`config.mk`:
```
export PLATFORM = sky130hd
export DESIGN_NAME = wdog_escal
export DESIGN_NICKNAME = d
export VERILOG_FILES = /design/src/rtl/wdog_pkg.sv /design/src/rtl/wdog_key.sv /design/src/rtl/wdog_counter.sv /design/src/rtl/wdog_escal.sv
export SDC_FILE = /design/constraint.sdc
export NUM_CORES = 1
export LEC_CHECK = 0
export BUFFER_PORTS_ARGS = -buffer_cell sky130_fd_sc_hd__buf_4
export CAP_MARGIN = 5
export CELL_PAD_IN_SITES_DETAIL_PLACEMENT = 0
export CELL_PAD_IN_SITES_GLOBAL_PLACEMENT = 1
export CORE_MARGIN = 4
export CORE_UTILIZATION = 47
export CTS_CLUSTER_SIZE = 30
export DETAILED_ROUTE_END_ITERATION = 8
export PLACE_DENSITY_LB_ADDON = 0.1
export SLEW_MARGIN = 20
export SYNTH_ARGS = -nofsm -noshare
export SYNTH_HDL_FRONTEND = slang
export SYNTH_HIERARCHICAL = 1
export SYNTH_SLANG_ARGS = --single-unit
export TNS_END_PERCENT = 5
```
`constraint.sdc`:
```
create_clock -name clk -period 3.7 [get_ports clk]
set_clock_uncertainty 0.05 [all_clocks]
set_input_delay 0.37 -clock clk [delete_from_list [all_inputs] [get_ports clk]]
set_output_delay 0.37 -clock clk [all_outputs]
set_load 0.02 [all_outputs]
```
`src/rtl/wdog_pkg.sv`:
```
package wdog_pkg;
  typedef logic [1:0] per_code_t;
  localparam int unsigned NUM_PERIODS = 4;

  // Ticks in one period: each code step multiplies by four.
  function automatic int unsigned period_len(input int unsigned base_shift,
                                             input int unsigned code);
    return 32'd1 << (base_shift + 2 * code);
  endfunction
endpackage

```
`src/rtl/wdog_key.sv`:
```
module wdog_key #(
  parameter logic [7:0] KEY_A = 8'h5A,
  parameter logic [7:0] KEY_B = 8'hA5
) (
  input  logic       clk,
  input  logic       rst_n,
  input  logic       wr_en,
  input  logic [7:0] wr_data,
  output logic       clr
);
  logic armed_q;

  assign clr = wr_en && (wr_data == KEY_B) && armed_q;

  always_ff @(posedge clk or negedge rst_n) begin
    if (!rst_n)     armed_q <= 1'b0;
    else if (wr_en) armed_q <= (wr_data == KEY_A);
  end


  arm_drop_chk: assert property (@(posedge clk) disable iff (!rst_n)
    (wr_en && wr_data != KEY_A) |=> !armed_q);
endmodule

```
`src/rtl/wdog_counter.sv`:
```
module wdog_counter
  import wdog_pkg::*;
#(
  parameter int unsigned BASE_SHIFT = 12
) (
  input  logic      clk,
  input  logic      rst_n,
  input  logic      tick,
  input  logic      clr,
  input  logic      per_we,
  input  per_code_t per_in,
  output logic      ovf
);
  localparam int unsigned CW = BASE_SHIFT + 2 * (NUM_PERIODS - 1);

  logic [CW-1:0] cnt_q;
  logic [CW-1:0] last_tab [NUM_PERIODS];
  per_code_t     pend_q, act_q, pend_nx;
  logic          at_end;

  genvar g;
  generate
    for (g = 0; g < NUM_PERIODS; g++) begin : g_lim
      assign last_tab[g] = CW'(period_len(BASE_SHIFT, g) - 1);
    end
  endgenerate

  assign pend_nx = per_we ? per_in : pend_q;
  assign at_end  = (cnt_q == last_tab[act_q]);
  assign ovf     = tick && !clr && at_end;

  always_ff @(posedge clk or negedge rst_n) begin
    if (!rst_n) begin
      cnt_q  <= '0;
      pend_q <= '0;
      act_q  <= '0;
    end else begin
      pend_q <= pend_nx;
      if (clr) begin
        cnt_q <= '0;
        act_q <= pend_nx;
      end else if (tick) begin
        cnt_q <= at_end ? '0 : cnt_q + 1'b1;
      end
    end
  end


  idle_hold_chk: assert property (@(posedge clk) disable iff (!rst_n)
    (!tick && !clr) |=> $stable(cnt_q));

  clr_zero_chk: assert property (@(posedge clk) disable iff (!rst_n)
    clr |=> (cnt_q == '0));

  act_hold_chk: assert property (@(posedge clk) disable iff (!rst_n)
    !clr |=> $stable(act_q));
endmodule

```
`src/rtl/wdog_escal.sv`:
```
module wdog_escal
  import wdog_pkg::*;
#(
  parameter int unsigned BASE_SHIFT = 12,
  parameter logic [7:0]  KEY_A      = 8'h5A,
  parameter logic [7:0]  KEY_B      = 8'hA5
) (
  input  logic       clk,
  input  logic       rst_n,
  input  logic       tick,
  input  logic       key_we,
  input  logic [7:0] key_data,
  input  logic       period_we,
  input  logic [1:0] period_sel,
  output logic       nmi_req,
  output logic       rst_req
);
  logic clr, ovf, stage_q;

  wdog_key #(.KEY_A(KEY_A), .KEY_B(KEY_B)) u_key (
    .clk(clk), .rst_n(rst_n), .wr_en(key_we), .wr_data(key_data), .clr(clr)
  );

  wdog_counter #(.BASE_SHIFT(BASE_SHIFT)) u_cnt (
    .clk(clk), .rst_n(rst_n), .tick(tick), .clr(clr),
    .per_we(period_we), .per_in(per_code_t'(period_sel)), .ovf(ovf)
  );

  always_ff @(posedge clk or negedge rst_n) begin
    if (!rst_n) begin
      stage_q <= 1'b0;
      nmi_req <= 1'b0;
      rst_req <= 1'b0;
    end else begin
      nmi_req <= ovf && !stage_q;
      if (clr)      stage_q <= 1'b0;
      else if (ovf) stage_q <= 1'b1;
      if (ovf && stage_q) rst_req <= 1'b1;
    end
  end


  nmi_pulse_chk: assert property (@(posedge clk) disable iff (!rst_n)
    nmi_req |=> !nmi_req);

  nmi_alone_chk: assert property (@(posedge clk) disable iff (!rst_n)
    $rose(nmi_req) |-> !$rose(rst_req));

  rst_sticky_chk: assert property (@(posedge clk) disable iff (!rst_n)
    rst_req |=> rst_req);
endmodule

```
Word-level counts from Yosys, hierarchy flattened
Index checks and enable logic that the tools add are counted.

storage, ports and cells
  register bits = 26
  bits of input ports = 15
  output and inout bits = 2
  logic and storage cells = 32

operators by class
  $add $sub $neg = 1
  order comparisons = 1
  equality and inequality tests = 3
  muxes and demuxes = 9
  bitwise logic cells = 1
  reduce and logical (&&, ||, !) cells = 10

operators by type and width
  cell                                                                    count
  18-bit 2-to-1 mux                                                       5
  18-bit binary-select mux with 2-bit select                              1
  18-bit by 1-bit adder with 18-bit output (second input constant)        1
  18-bit equality test                                                    1
  8-bit by 7-bit equality test with 1-bit output (second input constant)  1
  8-bit equality test (second input constant)                             1
  1-bit logical AND                                                       6
  2-bit nonzero test                                                      2
  3-bit greater-or-equal comparator (second input constant)               1
  2-bit NOT with 3-bit output                                             1
  1-bit zero test                                                         2
  1-bit 2-to-1 mux                                                        2
  2-bit 2-to-1 mux                                                        1

Logic depth before layout (Yosys ltp)
Gate-level depths: netlist of run 1.

  depth in word-level cells = 8
  mapped depth = 8

Modules after synthesis
The synthesis of run 1 kept the hierarchy.

modules (own cells, without submodules)
  module        times used  cells each  area an instance (µm²)
  wdog_counter  1           138         1232.4
  wdog_key      1           9           105.1
  wdog_escal    1           6           98.8

Least setup slack after synthesis of run 1
Ideal clock, no wire load.

  path type = register -> register
  start = register u_cnt.cnt_q[0]
  end = register u_cnt.cnt_q[15]
  library setup time = 0.124 ns
  arrival = 1.867 ns
  data required time = 3.526 ns
  path slack = 1.659 ns
  cell stages (with the launch flop) = 7
  path buffers = 0
  clock period less this slack = 2.041 ns
  cell sequence = dfrtp_1 > ha_1 > nand3_2 > or4_1 > a211o_1 > and4_1 > a211o_1

between the ends
  longest elaborated chain between the ends = 4

RTL lines
  what                                                                              RTL line                                RTL
  start: declaration                                                                wdog_counter.sv:16                      logic [CW-1:0] cnt_q;
  start signal: assignment                                                          wdog_counter.sv:43                      cnt_q <= at_end ? '0 : cnt_q + 1'b1;
  18-bit by 1-bit adder with 18-bit output or 18-bit equality test (tied branches)  wdog_counter.sv:43, wdog_counter.sv:29
  18-bit 2-to-1 mux *                                                               wdog_counter.sv:43
  18-bit 2-to-1 mux *                                                               wdog_counter.sv:42                      end else if (tick) begin
  18-bit 2-to-1 mux *                                                               wdog_counter.sv:39                      if (clr) begin

Mark *: on every way between the ends. The rest lies on a longest branch, timed or not. The select of a mux whose other input is x is not followed.
A chain may end at the register's enable or synchronous reset.

Worst setup path after layout of run 1
Same ends and word-level chain as after synthesis.

==> results by stage, run 1 <==
Floorplanning:
- The total die area is 4000 um2.
- Measured along the x axis, the die boundary spans 63.3 um.
- The number of standard-cell rows in the floorplan is 19.
- The floorplan step defined a core boundary enclosing 2830 um2.
- From bottom edge to top edge, the die measures 63.3 um.
- The initial utilization of the core area, before any placement, comes to 0.508.
- The count of pins on the block boundary is 17.

Logic synthesis:
- The sequential fraction of the synthesis area is 0.453.
- The distinct cell type count of the synthesized netlist is 43.
- The synthesized design spends more area on one cell type than any other, namely sky130_fd_sc_hd__dfrtp_1.
- By count the netlist is led by sky130_fd_sc_hd__dfrtp_1 (26), sky130_fd_sc_hd__nand2_1 (16), sky130_fd_sc_hd__nand3_1 (13).
- The number of nets in the synthesized netlist is 169.
- Of all flip-flops after synthesis, the portion carrying an async set or reset was 1.00.
- The most frequently used flop master after synthesis is sky130_fd_sc_hd__dfrtp_1.
- The most common cell in the synthesized netlist is sky130_fd_sc_hd__dfrtp_1.
- The post-synthesis cell area is 1440 um2.
- The Yosys step of the flow raised 6 warnings.
- Counting flops and latches in the post-synthesis netlist gives 26.
- The synthesized design contains 0 enable-type register cells.
- Synthesis produced 153 cells.
- After synthesis, the mean cell area works out to 9.39 um2.
- Ranked by total cell area, the synthesized netlist is headed by sky130_fd_sc_hd__dfrtp_1 (45%), sky130_fd_sc_hd__nand3_1 (4.5%), sky130_fd_sc_hd__nand2_1 (4.2%).
- The top cell type's share of synthesized area is 0.453.

Worst hold path:
- The start point of the worst min-delay path is key_we.
- The class of the worst hold path is input port to flip-flop.

Finish:
- The net count of the finished layout is 186.
- The layout-stage area growth over the synthesis result is 14.5%.
- In the final layout, the share of cells above drive strength 1 is 0.178.
- The layout filler cell count is 241.
- The number of antenna diodes in the final layout is 0.
- Once layout is done, the placed cells without fillers occupy 1650 um2.

Critical path:
- The cell type with the highest occurrence count on the critical path is sky130_fd_sc_hd__a211o_1.
- Walking the worst path, the cells encountered are ha_1 > nand3_2 > or4_1 > a211o_1 > and4_1 > a211o_1.
- The launch point of the worst reg-to-reg path is u_cnt/cnt_q[0].
- On the critical path, the stage with the largest delay is an instance of sky130_fd_sc_hd__or4_1.
- The worst setup path is of the flip-flop to flip-flop kind.
- The kind of end point of the critical path is a flip-flop.
- At the worst endpoint, the required time is 3.87 ns.
- The endpoint arrival time on the critical path is 2.58 ns.
- In this run the worst setup path begins at u_cnt/cnt_q[0].
- The top fanout value on the critical path is 14.
- The number of buffers and inverters on the critical path is 0.
- On the critical path the largest part of the delay comes from simple AND/OR/NAND/NOR gates.
- In this design, the stage delay of the slowest critical-path cell is 0.52 ns.
- STA classifies the critical path startpoint as a flip-flop.

Clock tree:
- The root buffer cell chosen for the clock tree is sky130_fd_sc_hd__clkbuf_4.
- The number of buffers created by CTS is 3.
- The maximum clock path buffer count is 2.
- Clock-pin slew was measured on the worst setup and hold paths at 0.14 ns.
- For the worst-skew pair, the clock arrives at the later sink with an insertion delay of 0.32 ns.
- The number of sinks on the clock net is 26.
- In this run the number of H-tree levels came out at 1.
- The CTS tree is done.
- In this run, post-CTS repair resized a total of 0 instances.

Timing:
- The setup slack of the critical path after layout is 1.29 ns.
- Setup repair after global routing left no endpoint under its margin.
- The worst pin sits at a relative slew slack of 0.397.
- Static timing analysis puts the maximum clock frequency at 415 MHz.
- For the finished layout, the period the worst path requires is 2.41 ns.
- The number of hold violations in the final report came to 0.
- At the pin with the least slew margin, the transition time is 0.901 ns.
- After routing, the total negative slack on setup checks comes to 0 ns.
- Setup violations remaining at the end of the flow were counted as 0.
- The total count of max-transition violations in the final report is 0.
- Dividing the final minimum period by the clock period gives 0.651.

Route:
- The total wirelength of the detailed-routed design is 3.15 mm.
- In the routed design, unresolved DRC markers number 0.
- The first-pass iteration count of the detailed router is 4.
- The routed via count is 1242.
- The number of DRC markers after the initial detailed-route iteration is 105.
- The routed wirelength normalized by instance count is 15.7 um.
- Once detail routing completed, the nets flagged for antenna violations numbered 0.
- After detailed routing, the number of vias per cell comes to 6.21.

Placed design:
- The instance area at placement is 1580 um2.
- The worst slack at placement is 1.33 ns.
- Detailed placement ended at an HPWL of 2.30 mm.
- The congestion estimate from routability-driven global placement came to 0.793.
- The count of buffers added on input and output ports is 16.

Global routing:
- The number of global-route vias before repair is 1220.
- The global-route usage over all layers is 0.171.
- The number of antenna violations at the first check in global routing came to 0.
- The global-route wire length before repair is 5.52 mm.
- Entering global routing, the biggest net connects 27 pins.
- The remaining global-route overflow is 0.

Power:
- The power density normalized to cell area is 383 nW/um2.
- Across the VDD grid, the largest voltage drop is 0.000181 V.
- The standby leakage power is 0.714 nW.

Job:
- The tool flagged a number of max-cap violations equal to 0.

Run status:
- The run finished with clean final reports.
==> worst reg2reg max path: stages (launching register included) <==
cell                      delay (ns)
sky130_fd_sc_hd__dfrtp_1        0.43
sky130_fd_sc_hd__ha_1           0.23
sky130_fd_sc_hd__nand3_2        0.13
sky130_fd_sc_hd__or4_1          0.52
sky130_fd_sc_hd__a211o_1        0.42
sky130_fd_sc_hd__and4_1         0.27
sky130_fd_sc_hd__a211o_1        0.26
==> registers in the layout (all words and copies together) (netlist names) <==
name	flops
u_cnt/pend_q	2
rst_req	1
u_cnt/cnt_q	18
u_key/armed_q	1
nmi_req	1
stage_q	1
u_cnt/act_q	2
==> layer usage <==
metal,wire length (um),global-route usage,up-vias
met5,0,0,-
met4,25,0.0539,0
met3,118,0.0284,4
met2,1670,0.298,25
met1,1330,0.215,603
li1,-,-,610
==> cells in the final DEF (no fill, tap or decap), types with 5 or more instances in the layout <==
master / n
sky130_fd_sc_hd__nand2_1: 16
sky130_fd_sc_hd__nor2_1: 7
sky130_fd_sc_hd__nand4_1: 5
sky130_fd_sc_hd__a21oi_1: 6
sky130_fd_sc_hd__buf_4: 18
sky130_fd_sc_hd__a31oi_1: 6
sky130_fd_sc_hd__inv_1: 5
sky130_fd_sc_hd__nand3_1: 13
sky130_fd_sc_hd__nor3_1: 5
sky130_fd_sc_hd__dfrtp_1: 26
==> path summary, 6_finish.rpt <==
kind                       slack, ns  cells after the start              end
max                             1.29                      6  u_cnt/cnt_q[15]
min                             0.17                      2    u_key/armed_q
max reg2reg                     1.29                      6  u_cnt/cnt_q[15]
min reg2reg                     0.42                      1          rst_req
max in group asynchronous       2.95                      2  u_cnt/cnt_q[11]
min in group asynchronous       0.41                      2  u_cnt/pend_q[1]
==> final cells by class <==
| type | count | area, um2 | share of cell area |
|---|---|---|---|
| Multi-Input combinational cell | 114 | 736 | 0.447 |
| Sequential cell | 26 | 651 | 0.395 |
| Timing Repair Buffer | 19 | 145 | 0.0882 |
| Tap cell | 31 | 38.8 | 0.0236 |
| Clock inverter | 1 | 30.0 | 0.0183 |
| Clock buffer | 3 | 22.5 | 0.0137 |
| Inverter | 6 | 22.5 | 0.0137 |
==> through the flow <==
| step | hold slack [ns] | total power, mW | cells | utilization |
|---|---|---|---|---|
| after floorplan | 0.0244 | 0.403 | 153 | - |
| after detailed placement | 0.247 | 0.442 | 195 | 0.559 |
| after CTS | 0.170 | 0.636 | 200 | 0.582 |
| after global placement | 0.247 | 0.436 | 195 | 0.559 |
| final | 0.169 | 0.631 | 200 | 0.582 |
| after global routing | 0.152 | 0.671 | 200 | 0.582 |
==> power by group <==
group          internal [mW]  total [mW]  switching, mW
Sequential             0.311       0.349         0.0379
Clock                  0.110       0.194         0.0847
Combinational         0.0434      0.0875         0.0441
==> logic make-up (layout without fill, tap and decap cells) <==
group / Yosys count / after routing / share of synthesized area
and+or+nand+nor: 75 / 75 / 0.302
DFF: 26 / 26 / 0.453
buffers and inverters: 13 / 29 / 0.0348
muxes: 6 / 6 / 0.0453
adders and majority gates: 1 / 1 / 0.00871
AOI/OAI and AO/OA: 30 / 30 / 0.144
xor gates and xnor gates: 2 / 2 / 0.0122
==> timing repair <==
item	CTS	global route
hold endpoints to repair	26	0
hold buffers	1	0
setup buffers	0	0
Note: power is estimated with default switching activity, not from simulation.
==> run 2, diff against run 1 <==
--- a/config.mk
+++ b/config.mk
@@ -5,12 +5,13 @@
 export SDC_FILE = /design/constraint.sdc
 export NUM_CORES = 1
 export LEC_CHECK = 0
+export ABC_AREA = 1
 export BUFFER_PORTS_ARGS = -buffer_cell sky130_fd_sc_hd__buf_4
 export CAP_MARGIN = 5
 export CELL_PAD_IN_SITES_DETAIL_PLACEMENT = 0
 export CELL_PAD_IN_SITES_GLOBAL_PLACEMENT = 1
 export CORE_MARGIN = 4
-export CORE_UTILIZATION = 47
+export CORE_UTILIZATION = 42
 export CTS_CLUSTER_SIZE = 30
 export DETAILED_ROUTE_END_ITERATION = 8
 export PLACE_DENSITY_LB_ADDON = 0.1
==> constraint.sdc (replaced) <==
create_clock -name clk -period 2.5 [get_ports clk]
set_clock_uncertainty 0.05 [all_clocks]
set_input_delay 0.25 -clock clk [delete_from_list [all_inputs] [get_ports clk]]
set_output_delay 0.25 -clock clk [all_outputs]
set_load 0.02 [all_outputs]
==> run 2 against run 1 <==
Compared with the run above:
- cell count grew 34%
- sequential power grew 45%
- count of clock-buffer cells in the layout is 1 higher
- non-clock buffer count is 1 lower
- total power increased by 46%
- register-to-register slack worse by 0.42 ns
- sequential cell count unchanged
- worst hold slack improved by 0.0020 ns
- clock power is 42% higher
- sequential share of layout area shrank 3.2 points
- combinational power increased by 63%
- critical endpoint is now u_cnt/cnt_q[4]
==> results by stage, run 2 <==
Timing:
- The number of hold violations in the final report was 0.
- The total count of max-transition violations in the final report is 0.
- The share of the clock period used by the worst path after layout is 0.652.
- The clock period could shrink to 1.63 ns.
- Setup repair after global routing left no endpoint under its margin.
- The relative slew slack is 0.720.
- Summed over all failing endpoints, the final setup total negative slack is 0 ns.
- The number of failing setup endpoints in the final timing report is 0.
- For the pin with the worst max-slew slack, the measured transition is 0.418 ns.
- For this run, the top clock speed supported by timing is 613 MHz.

Floorplanning:
- For this configuration, the core starts out at a cell density of 0.452.
- The x dimension of the die is 69.1 um.
- The total die area is 4770 um2.
- The total area inside the core boundary comes to 3470 um2.
- 17 I/O pins were placed.
- The die outline height is 69.1 um.
- The number of standard-cell rows in the floorplan is 21.

Finish:
- The largest registers in the layout are u_cnt/cnt_q x18, u_cnt/act_q x2, u_cnt/pend_q x2.
- Relative to the synthesized area, the layout overhead comes to 14.4%.
- The commonest non-fill, non-tap cell in the layout is sky130_fd_sc_hd__nand2_1.
- Ranked by flip-flop count, first place goes to u_cnt/cnt_q.
- At the end of the flow, the number of nets in the layout was 239.
- In the final layout, the share of cells above drive strength 1 is 0.207.
- The layout filler cell count is 359.
- The finished cells cover 1790 um2.
- The library cells used most frequently in the layout, excluding fill and tap cells, are sky130_fd_sc_hd__nand2_1 (63), sky130_fd_sc_hd__nor2_1 (29), sky130_fd_sc_hd__dfrtp_1 (26), sky130_fd_sc_hd__inv_1 (21), sky130_fd_sc_hd__buf_4 (17).
- The flip-flop count of the largest register, all copies and words added is 18.
- The repair_antennas step left the layout with diodes totalling 0.

Clock tree:
- The CTS tree is done.
- The tree is rooted in a sky130_fd_sc_hd__clkbuf_8.
- The post-CTS setup buffer count is 0.
- Clock latency on the worst-skew pair, taken at its later pin, is 0.27 ns.
- Counting along the longest clock path gives a buffer depth of 2.
- In this run, CTS created clock tree buffers numbering 3.
- The H-tree depth reported by CTS is 1.
- The clock transition time at the flip-flop clock pins of the worst setup and hold paths is 0.09 ns.
- The number of sinks on the clock net is 26.

Route:
- After detailed routing, the number of remaining DRC violations is 0.
- The routed wirelength normalized by instance count is 11.3 um.
- Before antenna repair, the detailed router went through 4 iterations.
- The routed metal-1 wirelength is 1.43 mm.
- The routed layout has 1279 vias.
- The highest routed metal layer is met4.
- The final layout contains routed wiring with a total length of 3.02 mm.
- The count of nets left with antenna violations after detail routing is 0.
- The met3 routed wirelength is 39 um.
- In the detailed route, the total length drawn on met2 is 1.51 mm.
- For this block, the initial DRC count from the detailed router was 56.
- The ratio of routed vias to standard cells is 4.77.

Global routing:
- The number of global-route vias before repair is 1310.
- The remaining global-route overflow is 0.
- The global-route usage over all layers is 0.145.
- The number of antenna violations at the first check in global routing is 0.
- The pin count of the biggest net entering global routing is 27.
- The first global-routing pass estimated 5.73 mm of wire.

Critical path:
- The launch point of the worst reg-to-reg path is u_cnt/cnt_q[0].
- The launch point of the critical path is u_cnt/cnt_q[0].
- The register-to-register setup slack is 0.87 ns.
- STA classifies the critical path endpoint as a flip-flop.
- For the worst flop-to-flop path, the logic depth is 8.
- The top fanout value on the critical path is 13.
- The destination of the worst register-to-register timing path is u_cnt/cnt_q[4].
- The type of the setup path with the least slack is flip-flop to flip-flop.
- The worst setup path is launched from a flip-flop.
- Data on the critical path arrives at its endpoint at 1.74 ns.
- The required time of the critical path is 2.61 ns.
- The endpoint of the most critical setup path is u_cnt/cnt_q[4].

Logic synthesis:
- Ranked by total cell area, the synthesized netlist is headed by sky130_fd_sc_hd__dfrtp_1 (42%), sky130_fd_sc_hd__nand2_1 (15%), sky130_fd_sc_hd__nor2_1 (6.9%).
- In this run the cell area of the synthesized design comes to 1570 um2.
- A synthesized cell averages 7.75 um2.
- The top cell type's share of synthesized area is 0.415.
- Counting flops with a built-in enable in the synthesized netlist gives 0.
- The sequential fraction of the synthesis area is 0.415.
- The synthesized design spends more area on one cell type than any other, namely sky130_fd_sc_hd__dfrtp_1.
- The commonest cells after synthesis are sky130_fd_sc_hd__nand2_1 (63), sky130_fd_sc_hd__nor2_1 (29), sky130_fd_sc_hd__dfrtp_1 (26).
- The most frequently used flop master after synthesis is sky130_fd_sc_hd__dfrtp_1.
- The distinct cell type count of the synthesized netlist is 25.
- The share of flip-flops with an asynchronous set or reset after synthesis is 1.00.
- When the netlist entered floorplanning its net count stood at 218.
- The count of state elements after synthesis is 26.
- Synthesis produced 202 cells.
- The number of warnings issued by yosys is 6.
- The most common cell in the synthesized netlist is sky130_fd_sc_hd__nand2_1.

Placed design:
- The sum of net half-perimeters after detailed placement is 2.28 mm.
- The instance area at placement is 1730 um2.
- Routability-driven placement finished with a final weighted congestion of 0.802.
- The port buffer count is 16.

Worst hold path:
- The start point of the worst min-delay path is key_we.
- The class of the worst hold path is input port to flip-flop.

Power:
- In this run the static leakage power is 0.867 nW.
- The power density normalized to cell area is 515 nW/um2.
- The largest vdd supply drop is 0.000244 V.

Run status:
- The run finished with clean final reports.

Job:
- The max-capacitance violation count is 0.
-- run 2: cell types whose count changed after synthesis, sizes merged, moves of 5 or more --
cell / previous run / this run
nand2: 16 / 65
nor2: 7 / 33
inv: 6 / 23
o21ai: 5 / 17
a21oi: 6 / 0
a31oi: 6 / 0
clkbuf: 6 / 0
nor3: 5 / 0
xnor2: 0 / 5
xor2: 2 / 7
-- run 2: layer usage --
metal / vias to the layer above / global-route usage
met5: - / 0
met4: 0 / 0.0586
met3: 4 / 0.0189
met2: 4 / 0.255
met1: 601 / 0.177
li1: 670 / -
-- run 2: cell families after synthesis --
group,synth area share
compound gates,0.0879
xor+xnor,0.0671
fa+ha+maj,0.00799
buf+inv,0.0743
flops,0.415
mux,0.0144
simple gates,0.333
-- run 2: worst min path at each step --
stage	endpoint	cells past startpoint
floorplan	nmi_req	0
global placement	u_cnt/pend_q[0]	1
detailed placement	u_cnt/pend_q[0]	1
CTS	u_key/armed_q	4
global route	u_cnt/pend_q[1]	2
finish	u_key/armed_q	4
-- run 2: critical path, stage by stage, from the launching register on --
cell	delay [ns]
sky130_fd_sc_hd__dfrtp_1	0.39
sky130_fd_sc_hd__ha_1	0.21
sky130_fd_sc_hd__nand2_2	0.09
sky130_fd_sc_hd__nor2_4	0.19
sky130_fd_sc_hd__nand3_4	0.11
sky130_fd_sc_hd__clkinv_2	0.07
sky130_fd_sc_hd__nand3b_4	0.09
sky130_fd_sc_hd__nand2_4	0.20
sky130_fd_sc_hd__o21ai_0	0.12
-- run 2: area by class of cell --
class,instances,area [um2],share of cell area
clock buffers,4,55.1,0.0307
inverters,24,91.3,0.0510
multi-input cells,150,800,0.446
flip-flops and latches,26,651,0.363
well taps,46,57.6,0.0321
repair buffers,18,138,0.0768
-- run 2: what timing repair did --
item,4_1_cts,5_1_grt
hold buffers,1,0
gates resized for setup,0,0
hold endpoints to repair,26,0
-- run 2: where the power goes --
part,internal (mW),leakage (nW),switching [mW]
registers,0.460,0.334,0.0448
clock network,0.141,0.0288,0.135
logic,0.0674,0.505,0.0758
-- run 2: stage by stage --
| stage | setup WS (ns) | power (mW) | util | cells | hold WS (ns) |
|---|---|---|---|---|---|
| after detailed placement | 0.863 | 0.653 | 0.498 | 263 | 0.138 |
| final | 0.869 | 0.923 | 0.517 | 268 | 0.171 |
| after global routing | 0.709 | 0.981 | 0.517 | 268 | 0.175 |
| after CTS | 0.839 | 0.935 | 0.517 | 268 | 0.167 |
| after global placement | 0.876 | 0.655 | 0.498 | 263 | 0.127 |
| after floorplan | 1.05 | 0.605 | - | 202 | -0.0956 |
